==> src/rtl/junction_signal_ctrl.sv <==
module junction_signal_ctrl (
  input  logic clk,
  input  logic rst_n,
  input  logic sense_n,
  input  logic sense_s,
  input  logic sense_w,
  output logic green_n,
  output logic green_s,
  output logic green_w
);

  localparam logic [1:0] PH_IDLE  = 2'd0;
  localparam logic [1:0] PH_ENTER = 2'd1;
  localparam logic [1:0] PH_CRIT  = 2'd2;
  localparam logic [1:0] PH_EXIT  = 2'd3;

  logic [1:0] ph_n, ph_s, ph_w;
  logic       req_n, req_s, req_w;
  logic       done_n, done_s;
  logic       lock_ns, lock_w;
  logic       turn_w;

  logic grant_n, grant_s, grant_w;
  logic exit_n, exit_s, exit_w;
  logic rel_ns, pass_to_w, pass_to_ns;

  function automatic logic [1:0] step(input logic [1:0] ph, input logic req,
                                      input logic sense, input logic grant);
    logic [1:0] nx;
    nx = ph;
    case (ph)
      PH_IDLE:  if (req)    nx = PH_ENTER;
      PH_ENTER: if (grant)  nx = PH_CRIT;
      PH_CRIT:  if (!sense) nx = PH_EXIT;
      default:              nx = PH_IDLE;
    endcase
    return nx;
  endfunction

  assign exit_n = (ph_n == PH_EXIT);
  assign exit_s = (ph_s == PH_EXIT);
  assign exit_w = (ph_w == PH_EXIT);

  assign grant_n = (ph_n == PH_ENTER) && !lock_w && (!turn_w || !req_w);
  assign grant_s = (ph_s == PH_ENTER) && !lock_w && (!turn_w || !req_w);
  assign grant_w = (ph_w == PH_ENTER) && !lock_ns && (turn_w || !(req_n || req_s))
                   && !(grant_n || grant_s);

  assign rel_ns = (exit_n && (!green_s || exit_s)) || (exit_s && (!green_n || exit_n));

  assign pass_to_w = !turn_w &&
                     ((exit_n && (!req_s || (done_s && req_w))) ||
                      (exit_s && (!req_n || (done_n && req_w))));
  assign pass_to_ns = turn_w && exit_w;

  always_ff @(posedge clk) begin
    if (!rst_n) begin
      ph_n <= PH_IDLE; ph_s <= PH_IDLE; ph_w <= PH_IDLE;
      req_n <= 1'b0; req_s <= 1'b0; req_w <= 1'b0;
      done_n <= 1'b0; done_s <= 1'b0;
      lock_ns <= 1'b0; lock_w <= 1'b0;
      turn_w <= 1'b0;
      green_n <= 1'b0; green_s <= 1'b0; green_w <= 1'b0;
    end else begin
      ph_n <= step(ph_n, req_n, sense_n, grant_n);
      ph_s <= step(ph_s, req_s, sense_s, grant_s);
      ph_w <= step(ph_w, req_w, sense_w, grant_w);

      req_n <= exit_n ? 1'b0 : (sense_n ? 1'b1 : req_n);
      req_s <= exit_s ? 1'b0 : (sense_s ? 1'b1 : req_s);
      req_w <= exit_w ? 1'b0 : (sense_w ? 1'b1 : req_w);

      green_n <= grant_n ? 1'b1 : (exit_n ? 1'b0 : green_n);
      green_s <= grant_s ? 1'b1 : (exit_s ? 1'b0 : green_s);
      green_w <= grant_w ? 1'b1 : (exit_w ? 1'b0 : green_w);

      if (grant_n || grant_s) lock_ns <= 1'b1;
      else if (rel_ns)        lock_ns <= 1'b0;

      if (grant_w)     lock_w <= 1'b1;
      else if (exit_w) lock_w <= 1'b0;

      if (pass_to_w)       turn_w <= 1'b1;
      else if (pass_to_ns) turn_w <= 1'b0;

      done_n <= exit_w ? 1'b0 : (exit_n ? 1'b1 : done_n);
      done_s <= exit_w ? 1'b0 : (exit_s ? 1'b1 : done_s);
    end
  end

endmodule

==> config.mk <==
export PLATFORM = sky130hd
export DESIGN_NAME = junction_signal_ctrl
export DESIGN_NICKNAME = d
export VERILOG_FILES = /design/src/rtl/junction_signal_ctrl.sv
export SDC_FILE = /design/constraint.sdc
export NUM_CORES = 1
export LEC_CHECK = 0
export BUFFER_PORTS_ARGS = -buffer_cell sky130_fd_sc_hd__buf_2
export CAP_MARGIN = 20
export CORE_AREA = 2 2 57 59
export CTS_CLUSTER_DIAMETER = 200
export DETAILED_ROUTE_END_ITERATION = 10
export DIE_AREA = 0 0 59 61
export SETUP_SLACK_MARGIN = 0.02
export SLEW_MARGIN = 20
export SYNTH_ARGS = -nofsm -noshare
export SYNTH_HDL_FRONTEND = slang
export SYNTH_SLANG_ARGS = --single-unit
==> constraint.sdc <==
create_clock -name clk -period 1.7 [get_ports clk]
set_input_delay 0.17 -clock clk [delete_from_list [all_inputs] [get_ports clk]]
set_output_delay 0.17 -clock clk [all_outputs]
set_load 0.005 [all_outputs]
==> impl_metrics.json, run 1 <==
{
  "core_um2": 2953,
  "worstPathArrival_ns": 1.74,
  "drtIter0Drc": 17,
  "crit_required_ns": 1.86,
  "io_pins": 8,
  "holdBufCountCts": 0,
  "ctsRootBufferMaster": "clkbuf_4",
  "via_per_inst": 5.021,
  "start_kind": "flip-flop",
  "ir_drop_mv": 0.7002,
  "h-tree-depth": 1,
  "drt_wl_total_mm": 1.630,
  "outcome": "finished clean",
  "first_pass_iters": 4,
  "ant_nets": 0,
  "final_layout_size_suffix_gt1_share_pct": 16.07,
  "avgSynthCellArea_um2": 8.523,
  "cts_tree": "done",
  "fin_ws_ns": 0.1266,
  "fin_util_pct": 33.43,
  "yosysSeqAreaShare_pct": 37.21,
  "die_x_um": 59,
  "period_share_pct": 92.55,
  "worst_pin_slew_ns": 0.4795,
  "row_count": 20,
  "diodes": 0,
  "rsz0062_at_grt": "false",
  "cts_buffer_depth": 2,
  "nNetsFinal": 133,
  "syn_nets": 120,
  "via_count": 728,
  "grt_pass1_wl_mm": 2.787,
  "antenna_found_initial": 0,
  "wl_per_cell_um": 11.24,
  "die-area_um2": 3599,
  "total_leakage_power_nw": 0.4686,
  "synth_top_area_share_pct": 37.21,
  "overflow": 0,
  "portBuffers": 7,
  "worstSkewPairLatency_ns": 0.28,
  "setup_tns_ns": 0,
  "die_h_um": 61,
  "drcViolationCount": 0,
  "synth_edf_count": 0,
  "holdWs_ns": 0.1108,
  "crit_fanout": 5,
  "dp_hpwl_mm": 1.278,
  "routabilityCongestion": 0.7669,
  "ys_types": 18,
  "crit_type": "reg -> reg",
  "reg_top3": "ph_n: 2 flops, ph_s: 2 flops, ph_w: 2 flops",
  "postPlaceCellArea_um2": 940.9,
  "post-place-ws_ns": 0.04015,
  "start_util_pct": 29.15,
  "syn_inst": 101,
  "hp-class": "in -> reg",
  "synth_top_area_cell": "dfxtp_1",
  "period_needed_ns": 1.573,
  "first_global_vias": 671,
  "fmaxAchievable_ghz": 0.6356,
  "hold_viol_final": 0,
  "maxCapViolations": 0,
  "end_kind": "flip-flop",
  "setup_viol": 0,
  "syn_area_um2": 860.8,
  "yosysWarnings": 0,
  "design_area_um2": 987.2,
  "power_density_nw_per_um2": 1515,
  "ys_ff_latch": 16,
  "grt_usage_pct": 10.17,
  "slew_violations": 0,
  "cts_sinks": 16,
  "synthTopCellsByCount": "nor2_1 (21), dfxtp_1 (16), ha_1 (14), inv_1 (12), nand2_1 (9)",
  "area.growth.synth_to_final_pct": 14.68,
  "fin_skew_ns": 0.004671,
  "synthArstFlopShare_pct": 0,
  "grt_max_degree": 12,
  "cts_buffers": 3,
  "slew_headroom_pct": 68.03,
  "ys.flop_type": "dfxtp_1",
  "yosys-top-cells-area": "dfxtp_1 (37%), ha_1 (20%), nor2_1 (9.2%)",
  "post-synth-top-count-cell": "nor2_1",
  "path_clk_slew_ns": 0.09
}
logic make-up after synthesis:
family	synth area share, %
AOI/OAI and AO/OA	14.83
adders and majority gates	20.35
buffers and inverters	5.668
DFF	37.21
muxes	6.977
and+or+nand+nor	14.97
final cells by class:
| type | count | area [µm²] |
|---|---|---|
| timing repair buffer | 9 | 50.05 |
| fill | 328 | 1966 |
| inverter | 12 | 45.04 |
| sequential | 16 | 330.3 |
| multi-input combinational | 72 | 498.0 |
| tap | 33 | 41.29 |
| clock buffer | 3 | 22.52 |
power breakdown:
group          internal [mW]  total (mW)  switching, mW
logic                  0.337       0.695          0.358
registers              0.505       0.610          0.104
clock network         0.0820       0.191          0.109
routing by layer:
metal,track usage [%],share of wire (%),vias up
met2,17.46,52,19
met5,0,0,-
met4,4.221,1.0,0
met1,12.02,42,344
met3,2.772,4.7,2
li1,-,-,363
layout by cell type, fill, tap and decap left out:
cell and instances:
a221oi_1 1, buf_4 2, a21oi_2 1, nor2b_1 1, a2bb2oi_1 2, dfxtp_4 2, clkbuf_4 3, buf_2 7
a21o_1 1, inv_1 12, a211oi_1 1, dfxtp_2 2, a21oi_1 4, ha_2 1, o21bai_1 1, o21ai_0 5
a222oi_1 2, ha_1 13, mux2i_1 6, nor2_1 21, dfxtp_1 12, o221ai_1 1, nor3_1 2, nand2_1 9
stage by stage:
stage | instances | power [mW]
3_3_place_gp | 141 | 1.213
4_1_cts | 144 | 1.462
5_1_grt | 145 | 1.651
2_1_floorplan | 101 | 1.100
6_report | 145 | 1.495
3_5_place_dp | 141 | 1.264
final timing paths:
kind / end / from / cells past startpoint / slack (ns)
min: req_w / sense_w / 3 / 0.11
max reg2reg: ph_s[0] / ph_s[0] / 5 / 0.13
max: ph_s[0] / ph_s[0] / 5 / 0.13
min reg2reg: done_n / done_n / 2 / 0.48
worst max-delay path: stages (launching register included):
cell      delay [ns]
dfxtp_4         0.38
inv_1           0.06
ha_1            0.22
a222oi_1        0.48
mux2i_1         0.27
nor2_1          0.06
what timing repair did:
item | 4_1_cts | 5_1_grt
setup buffers | 0 | 1
gates resized for setup | 0 | 8
setup endpoints to repair | 0 | 6
(Power assumes the default switching activity.)
==> inputs of run 2 (changes only) <==
--- a/config.mk
+++ b/config.mk
@@ -9,8 +9,10 @@
 export CAP_MARGIN = 20
 export CORE_AREA = 2 2 57 59
 export CTS_CLUSTER_DIAMETER = 200
+export CTS_CLUSTER_SIZE = 28
 export DETAILED_ROUTE_END_ITERATION = 10
 export DIE_AREA = 0 0 59 61
+export GPL_TIMING_DRIVEN = 0
 export SETUP_SLACK_MARGIN = 0.02
 export SLEW_MARGIN = 20
 export SYNTH_ARGS = -nofsm -noshare
==> impl_metrics.json, run 2 (synthesis results as in run 1) <==
{
  "wl_per_cell_um": 11.18,
  "cp_top_family": "compound AO/OA/AOI/OAI gates",
  "final_cell_mix": "nor2_1 (21), ha_1 (14), inv_1 (12), dfxtp_1 (12), nand2_1 (9)",
  "io_pins": 8,
  "diodes": 0,
  "worst_pin_slew_ns": 0.5318,
  "nNetsFinal": 133,
  "portBuffers": 7,
  "routabilityCongestion": 0.7588,
  "via_count": 687,
  "total_leakage_power_nw": 0.4731,
  "die_h_um": 61,
  "grt_pass1_wl_mm": 2.815,
  "worstSkewPairLatency_ns": 0.28,
  "period_share_pct": 94.29,
  "grt_usage_pct": 10.08,
  "drcViolationCount": 0,
  "die-area_um2": 3599,
  "fin_skew_ns": 0.006683,
  "area.growth.synth_to_final_pct": 15.55,
  "path_clk_slew_ns": 0.10,
  "h-tree-depth": 1,
  "cts_buffer_depth": 2,
  "via_per_inst": 4.705,
  "setup_tns_ns": 0,
  "final_common_cell": "nor2_1",
  "end_kind": "flip-flop",
  "crit_required_ns": 1.86,
  "worstPathArrival_ns": 1.77,
  "antenna_found_initial": 0,
  "fmaxAchievable_ghz": 0.6239,
  "fin_cells": 146,
  "cts_buffers": 3,
  "grt_max_degree": 11,
  "postPlaceCellArea_um2": 937.1,
  "ctsRootBufferMaster": "clkbuf_4",
  "row_count": 20,
  "ir_drop_mv": 0.5866,
  "cts_tree": "done",
  "reg_top3": "ph_n: 2 flops, ph_s: 2 flops, ph_w: 2 flops",
  "setup_viol": 0,
  "first_global_vias": 685,
  "hp-class": "in -> reg",
  "crit_type": "reg -> reg",
  "total_power_mw": 1.548,
  "first_pass_iters": 4,
  "ant_nets": 0,
  "design_area_um2": 994.7,
  "start_kind": "flip-flop",
  "die_x_um": 59,
  "path_cells": "inv_1 -> ha_1 -> a222oi_1 -> mux2i_1 -> nor2_1",
  "outcome": "finished clean",
  "period_needed_ns": 1.603,
  "slew_headroom_pct": 64.54,
  "dp.cells": 141,
  "critPathMaxStageDelay_ns": 0.52,
  "cp.buffers_inverters": 1,
  "overflow": 0,
  "power_density_nw_per_um2": 1557,
  "maxCapViolations": 0,
  "start_util_pct": 29.15,
  "final_layout_size_suffix_gt1_share_pct": 15.04,
  "cts_sinks": 16,
  "core_um2": 2953,
  "drtIter0Drc": 22,
  "hold_viol_final": 0,
  "dp_hpwl_mm": 1.246,
  "crit_fanout": 5,
  "crit_slowest_cell": "a222oi_1",
  "slew_violations": 0,
  "drt_wl_total_mm": 1.632
}
run 2: changes by cell type in the layout (fill, tap and decap cells not counted):
cell / delta
buf_4: -1
clkbuf_1: +1
clkbuf_8: +1
ha_1: +1
ha_2: -1
run 2: worst paths after layout:
path / from / end / slack, ns / cells past startpoint
setup / recovery: ph_s[0] / ph_s[0] / 0.1 / 5
hold / removal: sense_w / req_w / 0.11 / 3
setup reg to reg: ph_s[0] / ph_s[0] / 0.1 / 5
hold reg to reg: done_n / done_n / 0.49 / 2
run 2: power breakdown:
part	leakage [nW]	total [mW]	switching, mW	internal [mW]
clock	0.0210	0.250	0.120	0.130
sequential	0.134	0.615	0.110	0.505
combinational	0.318	0.683	0.354	0.330
run 2: worst register-to-register path, cell delays in order (launching register included):
cell	delay, ns
dfxtp_4	0.38
inv_1	0.06
ha_1	0.21
a222oi_1	0.52
mux2i_1	0.26
nor2_1	0.06
run 2: routing by layer:
layer	global-route usage (%)	wire length, µm	vias to the layer above
li1	-	-	363
met1	12.40	787	316
met2	17.46	789	6
met3	2.132	47	2
met4	3.571	8	0
met5	0	0	-
run 2: final cells by class:
cell class                      count  area (µm²)
Buffer                              1       3.754
Clock buffer                        4       36.28
Fill cell                         304        1958
Inverter                           12       45.04
Multi-Input combinational cell     72       495.5
Sequential cell                    16       330.3
Tap cell                           33       41.29
Timing Repair Buffer                8       42.54
run 2: through the flow:
step                hold WS, ns  setup WS, ns  util, %
floorplan                0.2858        0.1989        -
global placement         0.3998        0.1138    31.74
detailed placement       0.4097       0.03703    31.74
CTS                      0.1067       0.02169    32.97
global route             0.1415      -0.01245    33.69
finish                   0.1088       0.09713    33.69
run 2: timing repair:
action,4_1_cts,5_1_grt
hold buffers,0,0
setup endpoints to repair,0,6
resized for setup,0,7
setup buffers,0,1
